$ cat src/rtl/pt_walk_pkg.sv
package pt_walk_pkg;
  localparam int VA_W  = 32;
  localparam int OFF_W = 12;
  localparam int VPN_W = 10;
  localparam int PPN_W = 22;
  localparam int PTE_W = 32;
  localparam int PA_W  = PPN_W + OFF_W;

  typedef enum logic [1:0] {
    ACC_FETCH = 2'd0,
    ACC_LOAD  = 2'd1,
    ACC_STORE = 2'd2,
    ACC_AMO   = 2'd3
  } acc_e;

  typedef enum logic [1:0] {
    FLT_NONE   = 2'd0,
    FLT_PAGE   = 2'd1,
    FLT_ACCESS = 2'd2
  } flt_e;

  typedef struct packed {
    logic [PPN_W-1:0] ppn;
    logic [1:0]       sw;
    logic             d;
    logic             a;
    logic             g;
    logic             u;
    logic             x;
    logic             w;
    logic             r;
    logic             v;
  } pte_t;
endpackage

$ cat src/rtl/pt_walk_pte_eval.sv
module pt_walk_pte_eval
  import pt_walk_pkg::*;
(
  input  pte_t pte_i,
  input  logic upper_i,
  input  acc_e acc_i,
  input  logic user_i,
  input  logic sum_i,
  input  logic mxr_i,
  output logic next_o,
  output logic pf_o,
  output logic upd_o,
  output pte_t wb_o
);
  logic bad, ptr, leaf, perm, priv_ok, mis, wr_kind, need;

  always_comb begin
    bad  = !pte_i.v || (!pte_i.r && pte_i.w);
    ptr  = !bad && !pte_i.r && !pte_i.x;
    leaf = !bad && !ptr;
    unique case (acc_i)
      ACC_FETCH: perm = pte_i.x;
      ACC_LOAD:  perm = pte_i.r || (mxr_i && pte_i.x);
      default:   perm = pte_i.w;
    endcase
    priv_ok = user_i ? pte_i.u : (!pte_i.u || (sum_i && acc_i != ACC_FETCH));
    mis     = upper_i && (|pte_i.ppn[VPN_W-1:0]);
    wr_kind = (acc_i == ACC_STORE) || (acc_i == ACC_AMO);
    need    = !pte_i.a || (wr_kind && !pte_i.d);
    next_o  = ptr && upper_i;
    pf_o    = bad || (ptr && !upper_i) || (leaf && (!perm || !priv_ok || mis));
    upd_o   = leaf && !pf_o && need;
    wb_o    = pte_i;
    wb_o.a  = 1'b1;
    if (wr_kind) wb_o.d = 1'b1;
  end
endmodule

$ cat src/rtl/pt_walk_addr.sv
module pt_walk_addr
  import pt_walk_pkg::*;
(
  input  logic [PPN_W-1:0] base_ppn_i,
  input  logic [VA_W-1:0]  va_i,
  input  logic             upper_i,
  input  logic [PPN_W-1:0] leaf_ppn_i,
  output logic [PA_W-1:0]  pte_addr_o,
  output logic [PA_W-1:0]  paddr_o
);
  localparam int IDX_LSB = OFF_W - VPN_W;
  localparam int HI_LSB  = OFF_W + VPN_W;

  logic [VPN_W-1:0] vpn_sel;

  always_comb begin
    vpn_sel    = upper_i ? va_i[VA_W-1:HI_LSB] : va_i[HI_LSB-1:OFF_W];
    pte_addr_o = {base_ppn_i, vpn_sel, {IDX_LSB{1'b0}}};
    paddr_o    = upper_i ? {leaf_ppn_i[PPN_W-1:VPN_W], va_i[HI_LSB-1:0]}
                         : {leaf_ppn_i, va_i[OFF_W-1:0]};
  end
endmodule

$ cat src/rtl/pt_walk.sv
module pt_walk
  import pt_walk_pkg::*;
#(
  parameter bit AD_UPDATE = 1'b1
) (
  input  logic             clk_i,
  input  logic             rst_ni,
  input  logic             req_valid_i,
  output logic             req_ready_o,
  input  logic [VA_W-1:0]  req_vaddr_i,
  input  logic [1:0]       req_acc_i,
  input  logic             req_user_i,
  input  logic             req_sum_i,
  input  logic             req_mxr_i,
  input  logic [PPN_W-1:0] root_ppn_i,
  output logic             mem_req_valid_o,
  input  logic             mem_req_ready_i,
  output logic [PA_W-1:0]  mem_addr_o,
  output logic             mem_we_o,
  output logic [PTE_W-1:0] mem_wdata_o,
  output logic             mem_lock_o,
  input  logic             mem_rsp_valid_i,
  input  logic [PTE_W-1:0] mem_rsp_data_i,
  input  logic             mem_rsp_err_i,
  output logic             rsp_valid_o,
  output logic [PA_W-1:0]  rsp_paddr_o,
  output logic             rsp_mega_o,
  output logic [1:0]       rsp_fault_o,
  output logic [1:0]       rsp_acc_o
);
  typedef enum logic [2:0] {ST_IDLE, ST_RD, ST_RD_W, ST_WB, ST_WB_W, ST_DONE} st_e;

  st_e              state_q;
  logic [VA_W-1:0]  va_q;
  acc_e             acc_q;
  logic             user_q, sum_q, mxr_q, upper_q, mega_q;
  logic [PPN_W-1:0] base_q;
  logic [PA_W-1:0]  paddr_q;
  pte_t             wb_q;
  flt_e             flt_q;

  pte_t             rsp_pte, wb_pte;
  logic             pte_next, pte_pf, pte_upd;
  logic [PA_W-1:0]  pte_addr, leaf_pa;

  assign rsp_pte = pte_t'(mem_rsp_data_i);

  pt_walk_pte_eval u_eval (
    .pte_i   (rsp_pte),
    .upper_i (upper_q),
    .acc_i   (acc_q),
    .user_i  (user_q),
    .sum_i   (sum_q),
    .mxr_i   (mxr_q),
    .next_o  (pte_next),
    .pf_o    (pte_pf),
    .upd_o   (pte_upd),
    .wb_o    (wb_pte)
  );

  pt_walk_addr u_addr (
    .base_ppn_i (base_q),
    .va_i       (va_q),
    .upper_i    (upper_q),
    .leaf_ppn_i (rsp_pte.ppn),
    .pte_addr_o (pte_addr),
    .paddr_o    (leaf_pa)
  );

  always_ff @(posedge clk_i or negedge rst_ni) begin
    if (!rst_ni) begin
      state_q <= ST_IDLE;
      va_q    <= '0;
      acc_q   <= ACC_FETCH;
      user_q  <= 1'b0;
      sum_q   <= 1'b0;
      mxr_q   <= 1'b0;
      upper_q <= 1'b1;
      mega_q  <= 1'b0;
      base_q  <= '0;
      paddr_q <= '0;
      wb_q    <= '0;
      flt_q   <= FLT_NONE;
    end else begin
      unique case (state_q)
        ST_IDLE: if (req_valid_i) begin
          va_q    <= req_vaddr_i;
          acc_q   <= acc_e'(req_acc_i);
          user_q  <= req_user_i;
          sum_q   <= req_sum_i;
          mxr_q   <= req_mxr_i;
          base_q  <= root_ppn_i;
          upper_q <= 1'b1;
          state_q <= ST_RD;
        end
        ST_RD: if (mem_req_ready_i) state_q <= ST_RD_W;
        ST_RD_W: if (mem_rsp_valid_i) begin
          paddr_q <= leaf_pa;
          mega_q  <= upper_q;
          if (mem_rsp_err_i) begin
            flt_q   <= FLT_ACCESS;
            state_q <= ST_DONE;
          end else if (pte_pf) begin
            flt_q   <= FLT_PAGE;
            state_q <= ST_DONE;
          end else if (pte_next) begin
            base_q  <= rsp_pte.ppn;
            upper_q <= 1'b0;
            state_q <= ST_RD;
          end else if (pte_upd) begin
            if (AD_UPDATE) begin
              wb_q    <= wb_pte;
              state_q <= ST_WB;
            end else begin
              flt_q   <= FLT_PAGE;
              state_q <= ST_DONE;
            end
          end else begin
            flt_q   <= FLT_NONE;
            state_q <= ST_DONE;
          end
        end
        ST_WB: if (mem_req_ready_i) state_q <= ST_WB_W;
        ST_WB_W: if (mem_rsp_valid_i) begin
          flt_q   <= mem_rsp_err_i ? FLT_ACCESS : FLT_NONE;
          state_q <= ST_DONE;
        end
        default: state_q <= ST_IDLE;
      endcase
    end
  end

  assign req_ready_o     = (state_q == ST_IDLE);
  assign mem_req_valid_o = (state_q == ST_RD) || (state_q == ST_WB);
  assign mem_we_o        = (state_q == ST_WB);
  assign mem_addr_o      = pte_addr;
  assign mem_wdata_o     = wb_q;
  assign mem_lock_o      = AD_UPDATE && (state_q inside {ST_RD, ST_RD_W, ST_WB, ST_WB_W});
  assign rsp_valid_o     = (state_q == ST_DONE);
  assign rsp_paddr_o     = paddr_q;
  assign rsp_mega_o      = mega_q;
  assign rsp_fault_o     = flt_q;
  assign rsp_acc_o       = acc_q;


  lock_on_write_chk: assert property (@(posedge clk_i) disable iff (!rst_ni)
    (mem_req_valid_o && mem_we_o) |-> (mem_lock_o && $past(mem_lock_o)));

  rsp_pulse_chk: assert property (@(posedge clk_i) disable iff (!rst_ni)
    rsp_valid_o |=> !rsp_valid_o);

  busy_no_accept_chk: assert property (@(posedge clk_i) disable iff (!rst_ni)
    mem_req_valid_o |-> !req_ready_o);

  req_hold_chk: assert property (@(posedge clk_i) disable iff (!rst_ni)
    (mem_req_valid_o && !mem_req_ready_i) |=>
      (mem_req_valid_o && $stable(mem_addr_o) && $stable(mem_we_o)));

  err_to_access_chk: assert property (@(posedge clk_i) disable iff (!rst_ni)
    (state_q == ST_RD_W && mem_rsp_valid_i && mem_rsp_err_i) |=>
      (rsp_valid_o && rsp_fault_o == FLT_ACCESS));

  if (!AD_UPDATE) begin : g_nowb

    no_write_chk: assert property (@(posedge clk_i) disable iff (!rst_ni)
      !(mem_req_valid_o && mem_we_o));
  end
endmodule

$ cat config.mk
export PLATFORM = sky130hd
export DESIGN_NAME = pt_walk
export DESIGN_NICKNAME = d
export VERILOG_FILES = /design/src/rtl/pt_walk_pkg.sv /design/src/rtl/pt_walk_pte_eval.sv /design/src/rtl/pt_walk_addr.sv /design/src/rtl/pt_walk.sv
export SDC_FILE = /design/constraint.sdc
export NUM_CORES = 1
export LEC_CHECK = 0
export BUFFER_PORTS_ARGS = -buffer_cell sky130_fd_sc_hd__buf_2
export CORE_UTILIZATION = 54
export CTS_CLUSTER_SIZE = 25
export DETAILED_ROUTE_END_ITERATION = 16
export GPL_TIMING_DRIVEN = 0
export PLACE_DENSITY = 0.95
export SLEW_MARGIN = 25
export SYNTH_ARGS = -nofsm -noshare
export SYNTH_HDL_FRONTEND = slang
export SYNTH_SLANG_ARGS = --single-unit
export TNS_END_PERCENT = 1
$ cat constraint.sdc
create_clock -name clk_i -period 5.2 [get_ports clk_i]
set_input_delay 1.04 -clock clk_i [delete_from_list [all_inputs] [get_ports clk_i]]
set_output_delay 1.04 -clock clk_i [all_outputs]
set_load 0.02 [all_outputs]
; ---- Word-level counts from Yosys, hierarchy flattened
; Index checks and enable logic that the tools add are counted.
[word_totals]
regBits = 132
inputBits = 97
out_inout_bits = 110
elab_cells = 125
[op_classes]
eq_ne = 18
n_mux = 35
n_bitwise = 3
n_reduce_logical = 48
[ops]
columns = operator, n
row1 = $mux W22, 6
row2 = $pmux W22 S2, 1
row3 = $mux W3, 9
row4 = $ne A2 B2 Y1 const B, 8
row5 = $pmux W3 S5, 1
row6 = $mux W2, 7
row7 = $logic_and A1 B1 Y1, 13
row8 = $logic_not A1 Y1, 12
row9 = $reduce_and A6 Y1, 2
row10 = $logic_or A1 B1 Y1, 10
row11 = $mux W10, 1
row12 = $reduce_and A5 Y1, 2
row13 = $reduce_or A10 Y1, 1
row14 = $ne A4 B4 Y1 const B, 2
row15 = $mux W1, 7
row16 = $eq A3 B2 Y1 const B, 2
row17 = $eq A3 B3 Y1 const B, 2
row18 = $reduce_bool A2 Y1, 3
row19 = $eq A2 B2 Y1 const B, 2
row20 = $pmux W1 S2, 2
row21 = $pmux W2 S2, 1
row22 = $reduce_and A2 Y1, 2
row23 = $reduce_bool A4 Y1, 1
row24 = $eq A3 B1 Y1 const B, 1
row25 = 4 further kinds, 6

; ---- Depth between registers and ports, before layout
; Gate-level depths: netlist of the first run.
[depth]
depth_word = 19
ltp_mapped = 8
depth_no_buf = 5

; ---- Hierarchy
; A second synthesis of the first run with hierarchy kept.
[unflattened]
cells_unflattened = 484
area_unflattened_um2 = 6336.1
[by_module_without_submodules]
columns = mod, instances, cells_per_inst, area_per_inst_um2, seq_area_each_um2
row1 = pt_walk, 1, 361, 5271.3, 3304.4
row2 = pt_walk_addr, 1, 71, 686.9, 0.0
row3 = pt_walk_pte_eval, 1, 52, 377.9, 0.0

; ---- Worst setup path after synthesis of the first run
; OpenSTA, ideal clock, no wires.
[synth_timing]
path_type = input -> register
from = input port mem_rsp_data_i[15]
to = register wb_q, in the netlist mem_wdata_o[10]
setup_time_ps = 125
t_arrival_ps = 2531
required_ps = 5075
setup_slack_ps = 2544
cell_stages = 6
path_buffers = 1
path_cell_list = nor4_1 > nand3_1 > a2111oi_4 > o21ai_2 > buf_6 > mux2_4
[synth_via]
elab_chain_len = 9
elab_cells_between_ends = 10
classes_between = bitwise (1) / reduce/logical (9)
[synth_rtl]
columns = element, line
row1 = from (decl), pt_walk.sv:23  ; input logic [PTE_W-1:0] mem_rsp_data_i,
row2 = $reduce_or A10 Y1 (*), pt_walk_pte_eval.sv:27  ; mis = upper_i && (|pte_i.ppn[VPN_W-1:0]);
row3 = $logic_and A1 B1 Y1 (*), pt_walk_pte_eval.sv:27
row4 = $logic_or A1 B1 Y1 (*), pt_walk_pte_eval.sv:31  ; pf_o = bad || (ptr && !upper_i) || (leaf && (!perm || !priv_ok || mis));
row5 = $logic_and A1 B1 Y1 (*), pt_walk_pte_eval.sv:31
row6 = $logic_or A1 B1 Y1 (*), pt_walk_pte_eval.sv:31
row7 = $logic_not A1 Y1, pt_walk_pte_eval.sv:32  ; upd_o = leaf && !pf_o && need;
row8 = $logic_and A1 B1 Y1 (2 in series), pt_walk_pte_eval.sv:32
row9 = $reduce_and A6 Y1 (no line) (*), -
row10 = to (signal assigned), pt_walk.sv:112  ; wb_q <= wb_pte;
row11 = to (decl), pt_walk.sv:39  ; pte_t wb_q;
; Every way passes the cells marked *; elsewhere a longest branch is shown, timed or not.
; A chain may end at the register's enable or synchronous reset.

; ---- Worst setup path after layout of the first run
[layout_timing]
from = register upper_q
to = output port mem_addr_o[9]
[layout_via]
elab_chain_len = 1
[layout_rtl]
columns = element, line
row1 = from (decl), pt_walk.sv:36  ; logic user_q, sum_q, mxr_q, upper_q, mega_q;
row2 = from (signal assigned), pt_walk.sv:78  ; upper_q <= 1'b1;
row3 = from (signal assigned), pt_walk.sv:93  ; upper_q <= 1'b1;
row4 = from (signal assigned), pt_walk.sv:108  ; upper_q <= 1'b0;
row5 = $mux W10, pt_walk_addr.sv:17  ; vpn_sel = upper_i ? va_i[VA_W-1:HI_LSB] : va_i[HI_LSB-1:OFF_W];
row6 = to (decl), pt_walk.sv:18  ; output logic [PA_W-1:0] mem_addr_o,
; Every way passes these cells.

==> qor.csv, run 1 <==
stage,metric,value,unit
status,status,"complete, no violations",
timing,fin crit share,65.08,%
synth,Syn. warnings,0,
floorplan,Core Rows,37,
setup_path,FF-to-FF End,base_q[1],
place,Area after DPL,6965,sq um
clock_network,H-tree depth,4,
synth,ys flop type,dfrtp_1,
pwr,Flop pwr share,37.0,%
clock_network,CTS tree,yes,
clock_network,Bufs on Longest Clock Path,2,
synth,Synth Area per Inst,11.89,sq um
drt,vias,4670,
setup_path,CP peak stage delay,0.54,ns
clock_network,clock sinks,132,
setup_path,CP arrival,2.34,ns
clock_network,CTS Buf Count,17,
place,global placer's final weighted congestion,0.8717,
synth,sequential fraction of the synthesis area,57.64,%
clock_network,root buffer cell,clkbuf_8,
synth,synth unique cells,41,
setup_path,Setup crit end kind,primary output,
floorplan,Die ar.,11030,sq um
drt,Final Routed Wirelength,16180,um
timing,fin crit period,3.384,ns
floorplan,initial core utilization,55.53,%
drt,wire per inst,18.88,um
final_layout,Final Cell Area,7575,sq um
timing,worst clock skew,0.006197,ns
pwr,Comb pwr share,35.7,%
final_layout,Area growth syn-to-layout,32.13,%
flow_run,maxcap violations,0,
timing,final hold vios,0,
synth,synthesized flop and latch total,132,
final_layout,Post-layout nets,804,
setup_path,sequence of cells on the critical path,buf_2 -> clkbuf_1 -> mux2_2 -> buf_2,
global_route,remaining global-route overflow,0,
final_layout,"commonest cells after routing, fill and taps aside","buf_2 (208), dfrtp_1 (131), nand2_1 (112)",
setup_path,Reg-to-Reg Start,upper_q,
pwr,P_int,2.781,mW
floorplan,# IOs,207,
final_layout,# fillers,698,
timing,fin worst setup slack,1.816,ns
final_layout,"most common cell after layout, fill and taps aside",buf_2,
setup_path,"Req. time, crit path",4.16,ns
global_route,number of global-route vias before repair,4908,
timing,fin. max-slew vios,0,
setup_path,Reg2Reg Setup Slack,2.54,ns
pwr,worst vdd ir,0.3073,mV
pwr,Leak,4.175,nW
place,Setup WS pre-CTS,2.059,ns
final_layout,share of layout cells above drive strength 1,44.72,%
pwr,pwr dens,583.3,nW/um^2
floorplan,die width,105.0,um
clock_network,worst skew pair latency,0.52,ns
place,Detailed Place HPWL,11670,um
global_route,initial antenna violation count,1,
setup_path,r2r worst-path depth,7,
clock_network,hold_buf cts,0,
drt,# DRC,0,
timing,Max Clk Rate,295.5,MHz
drt,Final ANT Viol Nets,0,
clock_network,Worst-path clk slew,0.06,ns
setup_path,CP Launch Type,flop,
drt,post-DR vias/cell,5.449,
synth,Post-synth ARST share,100.0,%
timing,Final Setup Violations,0,
clock_network,"Setup Fix Bufs, Post-CTS",0,
setup_path,Worst path most repeated cell,buf_2,
floorplan,Core ar.,10320,sq um
clock_network,CTS resizes,0,
synth,Post-synth EDFFs,0,
global_route,first-pass GRT wire length,26100,um
global_route,GRT Util Overall,31.63,%
worst_hold_path,HP Class,input port to async pin,
timing,RSZ-0062 raised after global routing,no,
synth,Cells after Synth,482,
drt,DR iter-0 viols,252,
timing,slew margin rel.,43.76,%
synth,"Cell Area, Synth",5733,sq um
pwr,P_sw,1.637,mW
global_route,largest net degree at the start of global routing,75,
setup_path,critical path type,flop to primary output,
place,I/O Buffers,204,
timing,Fin Setup TNS,0,ns
drt,first-pass detailed-route iteration total,5,
setup_path,Crit-path slowest cell,clkbuf_1,
floorplan,Die H,105.0,um
timing,Worst Tran Pin Value,0.8436,ns
pwr,clock share of power,27.3,%
pwr,sw frac,37.06,%
setup_path,crit-path max FO,10,
-- power by group through the flow --
| stage | Sequential, mW | Clock (mW) | Combinational (mW) |
|---|---|---|---|
| after floorplan | 1.87 | 0 | 0.745 |
| after CTS | 1.63 | 1.22 | 1.59 |
| final | 1.63 | 1.21 | 1.58 |
| after detailed placement | 1.64 | 0 | 1.57 |
| after global routing | 1.68 | 1.28 | 1.71 |
| after global placement | 1.61 | 0 | 1.51 |
-- area by class of cell --
| type | count | area (sq um) | share of cell area [%] |
|---|---|---|---|
| Antenna cell | 1 | 2.502 | 0.03304 |
| Buffer | 30 | 148.9 | 1.966 |
| Clock buffer | 21 | 449.2 | 5.930 |
| Clock inverter | 11 | 151.4 | 1.999 |
| Inverter | 3 | 11.26 | 0.1487 |
| Multi-Input combinational cell | 318 | 2278 | 30.08 |
| Sequential cell | 132 | 3304 | 43.62 |
| Tap cell | 136 | 170.2 | 2.246 |
| Timing Repair Buffer | 205 | 1059 | 13.97 |
-- cell families (layout without fill, tap and decap cells) --
group / count (synthesis) / in the layout / synth area share (%)
and+or+nand+nor: 151 / 151 / 11.37
DFF: 132 / 132 / 57.64
muxes: 107 / 107 / 21.85
AOI/OAI and AO/OA: 57 / 57 / 6.133
buffers and inverters: 33 / 270 / 2.793
other: 1 / 3 / 0.06541
xor gates and xnor gates: 1 / 1 / 0.1528
-- synth_stat cells, drive strengths merged (6+ instances only) --
cell type	instances	area share, %
dfrtp	131	57
clkbuf	18	1.2
nor2	6	0.39
mux2i	34	5.9
mux2	73	16
buf	12	1.4
o21ai	40	3.6
nand2	112	7.3
nor2b	9	0.98
-- per-stage QoR --
stage / power (mW) / hold WS [ns] / std cells / utilization [%]
after floorplan: 2.620 / 0.4348 / 483 / -
after global placement: 3.120 / 0.4437 / 823 / 67.11
after detailed placement: 3.211 / 0.4565 / 824 / 67.47
after CTS: 4.433 / 0.4478 / 856 / 73.29
after global routing: 4.666 / 0.4669 / 857 / 73.37
final: 4.418 / 0.4474 / 857 / 73.37
-- worst max path at each step --
stage / depth (start not counted) / to / from / slack [ns]
6_report: 4 / mem_addr_o[9] / upper_q / 1.82
4_1_cts: 4 / mem_addr_o[9] / upper_q / 1.80
5_1_grt: 4 / mem_addr_o[6] / upper_q / 1.74
3_5_place_dp: 7 / mem_wdata_o[9] / mem_rsp_data_i[19] / 2.06
3_3_place_gp: 1 / mem_wdata_o[24] / rst_ni / 1.49
2_1_floorplan: 6 / mem_wdata_o[10] / mem_rsp_data_i[15] / 2.54
-- critical path: cells and delay by family (launching register included) --
family | cells | cell delay (ns)
buf+inv | 3 | 0.91
flops | 1 | 0.51
mux | 1 | 0.41
-- flip-flops by register name, indices dropped and copies added, names as in the netlist --
register     flops
rsp_paddr_o     34
mem_wdata_o     32
va_q            32
base_q          22
state_q          3
rsp_acc_o        2
rsp_fault_o      2
mxr_q            1
rsp_mega_o       1
sum_q            1
upper_q          1
user_q           1
-- metal layers --
metal  global-route usage (%)  wire, um
met1                    37.68      6229
met2                    52.46      8187
met3                    9.295      1227
met4                    15.49       541
met5                        0         0
(Power assumes the default switching activity.)
==> run 2: changes to the inputs <==
Settings changed: ABC_AREA set to 1, CORE_UTILIZATION 54 to 45, PLACE_DENSITY 0.95 to 0.88.
Clock period 5.2 ns to 2.8 ns, I/O delays scaled along.
==> run 2 against run 1 <==
Count of clock-buffer cells in the layout stayed put; sequential power is 97% higher; via count is 7.0% higher; hold slack worse by 0.35 ns; critical path type unchanged; largest cell class unchanged; largest power group is now combinational cells.
==> qor.csv, run 2 <==
stage,metric,value,unit
timing,Worst Tran Pin Value,0.5538,ns
synth,"top cells by count, synth","nand2_1 (142), dfrtp_1 (131), nor2_1 (77)",
timing,fin crit period,2.287,ns
drt,vias,4998,
drt,post-DR vias/cell,4.857,
final_layout,"commonest cells after routing, fill and taps aside","buf_2 (208), nand2_1 (142), dfrtp_1 (131)",
place,I/O Buffers,204,
clock_network,"Setup Fix Bufs, Post-CTS",0,
clock_network,Bufs on Longest Clock Path,2,
synth,Post-synth ARST share,100.0,%
pwr,worst vdd ir,0.6647,mV
setup_path,crit-path max FO,10,
synth,"Cell Area, Synth",5788,sq um
clock_network,CTS tree,yes,
clock_network,hold_buf cts,0,
synth,ys flop type,dfrtp_1,
floorplan,Core Rows,41,
drt,Final ANT Viol Nets,0,
final_layout,"most common cell after layout, fill and taps aside",buf_2,
final_layout,Post-layout nets,940,
timing,worst clock skew,0.007501,ns
clock_network,CTS Buf Count,17,
setup_path,sequence of cells on the critical path,clkbuf_1 -> nand2_1 -> nand2_1 -> buf_2,
global_route,GRT Util Overall,24.85,%
setup_path,r2r worst-path depth,8,
pwr,Comb pwr share,40.0,%
setup_path,largest delay contributor family on the critical path,flip-flops,
pwr,sw frac,38.63,%
drt,Final Routed Wirelength,15950,um
place,Detailed Place HPWL,11890,um
place,Setup WS pre-CTS,0.6524,ns
pwr,Leak,4.063,nW
global_route,remaining global-route overflow,0,
pwr,Flop pwr share,33.3,%
synth,synth unique cells,32,
status,status,"complete, no violations",
pwr,P_int,5.929,mW
clock_network,worst skew pair latency,0.41,ns
worst_hold_path,HP Class,input port to async pin,
drt,# DRC,0,
timing,Final Setup Violations,0,
timing,Max Clk Rate,437.3,MHz
setup_path,Crit-path slowest cell,dfstp_2,
drt,first-pass detailed-route iteration total,5,
timing,final hold vios,0,
synth,Synth Area per Inst,9.366,sq um
place,Area after DPL,7066,sq um
final_layout,# fillers,1112,
synth,synthesized flop and latch total,132,
synth,Synth top area share,56.64,%
synth,"top cells by area, synth","dfrtp_1 (57%), nand2_1 (9.2%), nor2_1 (5.0%)",
timing,fin. max-slew vios,0,
clock_network,clock sinks,132,
setup_path,critical path type,flop to primary output,
setup_path,Worst path most repeated cell,nand2_1,
final_layout,share of layout cells above drive strength 1,35.75,%
global_route,largest net degree at the start of global routing,69,
floorplan,Die ar.,13320,sq um
setup_path,CP Launch Type,flop,
drt,DR iter-0 viols,298,
global_route,initial antenna violation count,1,
setup_path,Reg-to-Reg Start,state_q[2],
floorplan,die width,115.4,um
floorplan,# IOs,207,
timing,fin worst setup slack,0.5130,ns
clock_network,root buffer cell,clkbuf_16,
final_layout,max reg flops,34,
pwr,clock share of power,26.7,%
final_layout,Finished Layout Cells,1029,
place,Inst Count DP,996,
setup_path,FF-to-FF End,base_q[16],
synth,"count leader, synth",nand2_1,
final_layout,Final Cell Area,7769,sq um
flow_run,maxcap violations,0,
setup_path,critical path buffer and inverter count,2,
synth,sequential fraction of the synthesis area,57.09,%
floorplan,initial core utilization,46.05,%
pwr,P_sw,3.732,mW
setup_path,Reg2Reg Setup Slack,0.95,ns
timing,RSZ-0062 raised after global routing,no,
setup_path,CP arrival,1.73,ns
drt,wire per inst,15.50,um
clock_network,H-tree depth,4,
synth,Cells after Synth,618,
setup_path,CP peak stage delay,0.60,ns
setup_path,"Req. time, crit path",2.24,ns
floorplan,Die H,115.4,um
synth,Post-synth EDFFs,0,
final_layout,Area growth syn-to-layout,34.22,%
place,global placer's final weighted congestion,0.9079,
pwr,pwr dens,1244,nW/um^2
timing,slew margin rel.,63.08,%
global_route,first-pass GRT wire length,24620,um
synth,Syn. warnings,0,
setup_path,Worst setup startpoint,upper_q,
setup_path,Setup crit end kind,primary output,
timing,fin crit share,81.68,%
floorplan,Core ar.,12570,sq um
clock_network,Worst-path clk slew,0.06,ns
global_route,number of global-route vias before repair,4884,
clock_network,CTS resizes,0,
synth,"area leader, netlist",dfrtp_1,
[run 2: changes by cell type in the layout (fill, tap and decap cells not counted), sizes merged, moves of 4 or more]
cell | previous run | this run
and2 | 4 | 0
nor2 | 6 | 83
a31oi | 1 | 10
mux2 | 73 | 22
mux2i | 34 | 0
o21a | 1 | 22
nand2 | 112 | 143
buf | 217 | 221
o21ai | 40 | 57
inv | 4 | 58
nand4 | 0 | 4
nand2b | 4 | 0
a21oi | 3 | 44
nor2b | 9 | 0
[run 2: metrics by stage]
step / TNS [ns] / total power [mW] / util, % / hold slack (ns)
3_5_place_dp: 0 / 7.121 / 56.22 / 0.4481
2_1_floorplan: 0 / 5.764 / - / 0.2644
4_1_cts: 0 / 9.731 / 61.79 / 0.09688
5_1_grt: 0 / 10.27 / 61.81 / 0.1224
3_3_place_gp: -80.03 / 6.970 / 55.92 / 0.4480
6_report: 0 / 9.661 / 61.81 / 0.09608
[run 2: layout make-up]
class	count	area, sq um	share of cell area, %
Antenna cell	1	2.502	0.03221
Sequential cell	132	3304	42.54
Inverter	57	214.0	2.754
Multi-Input combinational cell	398	2079	26.77
Timing Repair Buffer	205	1059	13.63
Tap cell	172	215.2	2.770
Clock buffer	21	480.5	6.185
Buffer	32	193.9	2.496
Clock inverter	11	220.2	2.835
[run 2: logic make-up (layout without fill, tap and decap cells)]
| group | after synthesis | after routing | share of synthesized area [%] |
|---|---|---|---|
| flops | 132 | 132 | 57.09 |
| other cells | 1 | 3 | 0.06479 |
| mux | 22 | 22 | 4.280 |
| compound gates | 133 | 133 | 13.77 |
| simple gates | 241 | 241 | 17.75 |
| buf+inv | 89 | 326 | 7.047 |
[run 2: how the worst max path moves through the flow]
stage / to / slack [ns] / depth (start not counted)
final: mem_addr_o[10] / 0.51 / 4
after global routing: mem_addr_o[9] / 0.36 / 4
after CTS: mem_addr_o[10] / 0.46 / 4
after detailed placement: mem_wdata_o[29] / 0.65 / 9
after global placement: mem_wdata_o[8] / -0.62 / 1
after floorplan: mem_wdata_o[23] / 1.06 / 8
[run 2: layer usage]
metal / track usage [%] / vias to the layer above / part of all wire (%)
li1: - / 2425 / -
met1: 29.82 / 2372 / 42
met2: 42.79 / 184 / 50
met3: 6.433 / 17 / 6.8
met4: 9.697 / 0 / 1.8
met5: 0 / - / 0
[run 2: power by group through the flow]
stage | clock (mW) | combinational [mW] | sequential (mW)
2_1_floorplan | 0 | 1.92 | 3.84
5_1_grt | 2.71 | 4.25 | 3.31
3_5_place_dp | 0 | 3.88 | 3.24
3_3_place_gp | 0 | 3.78 | 3.19
6_report | 2.58 | 3.86 | 3.21
4_1_cts | 2.62 | 3.90 | 3.21
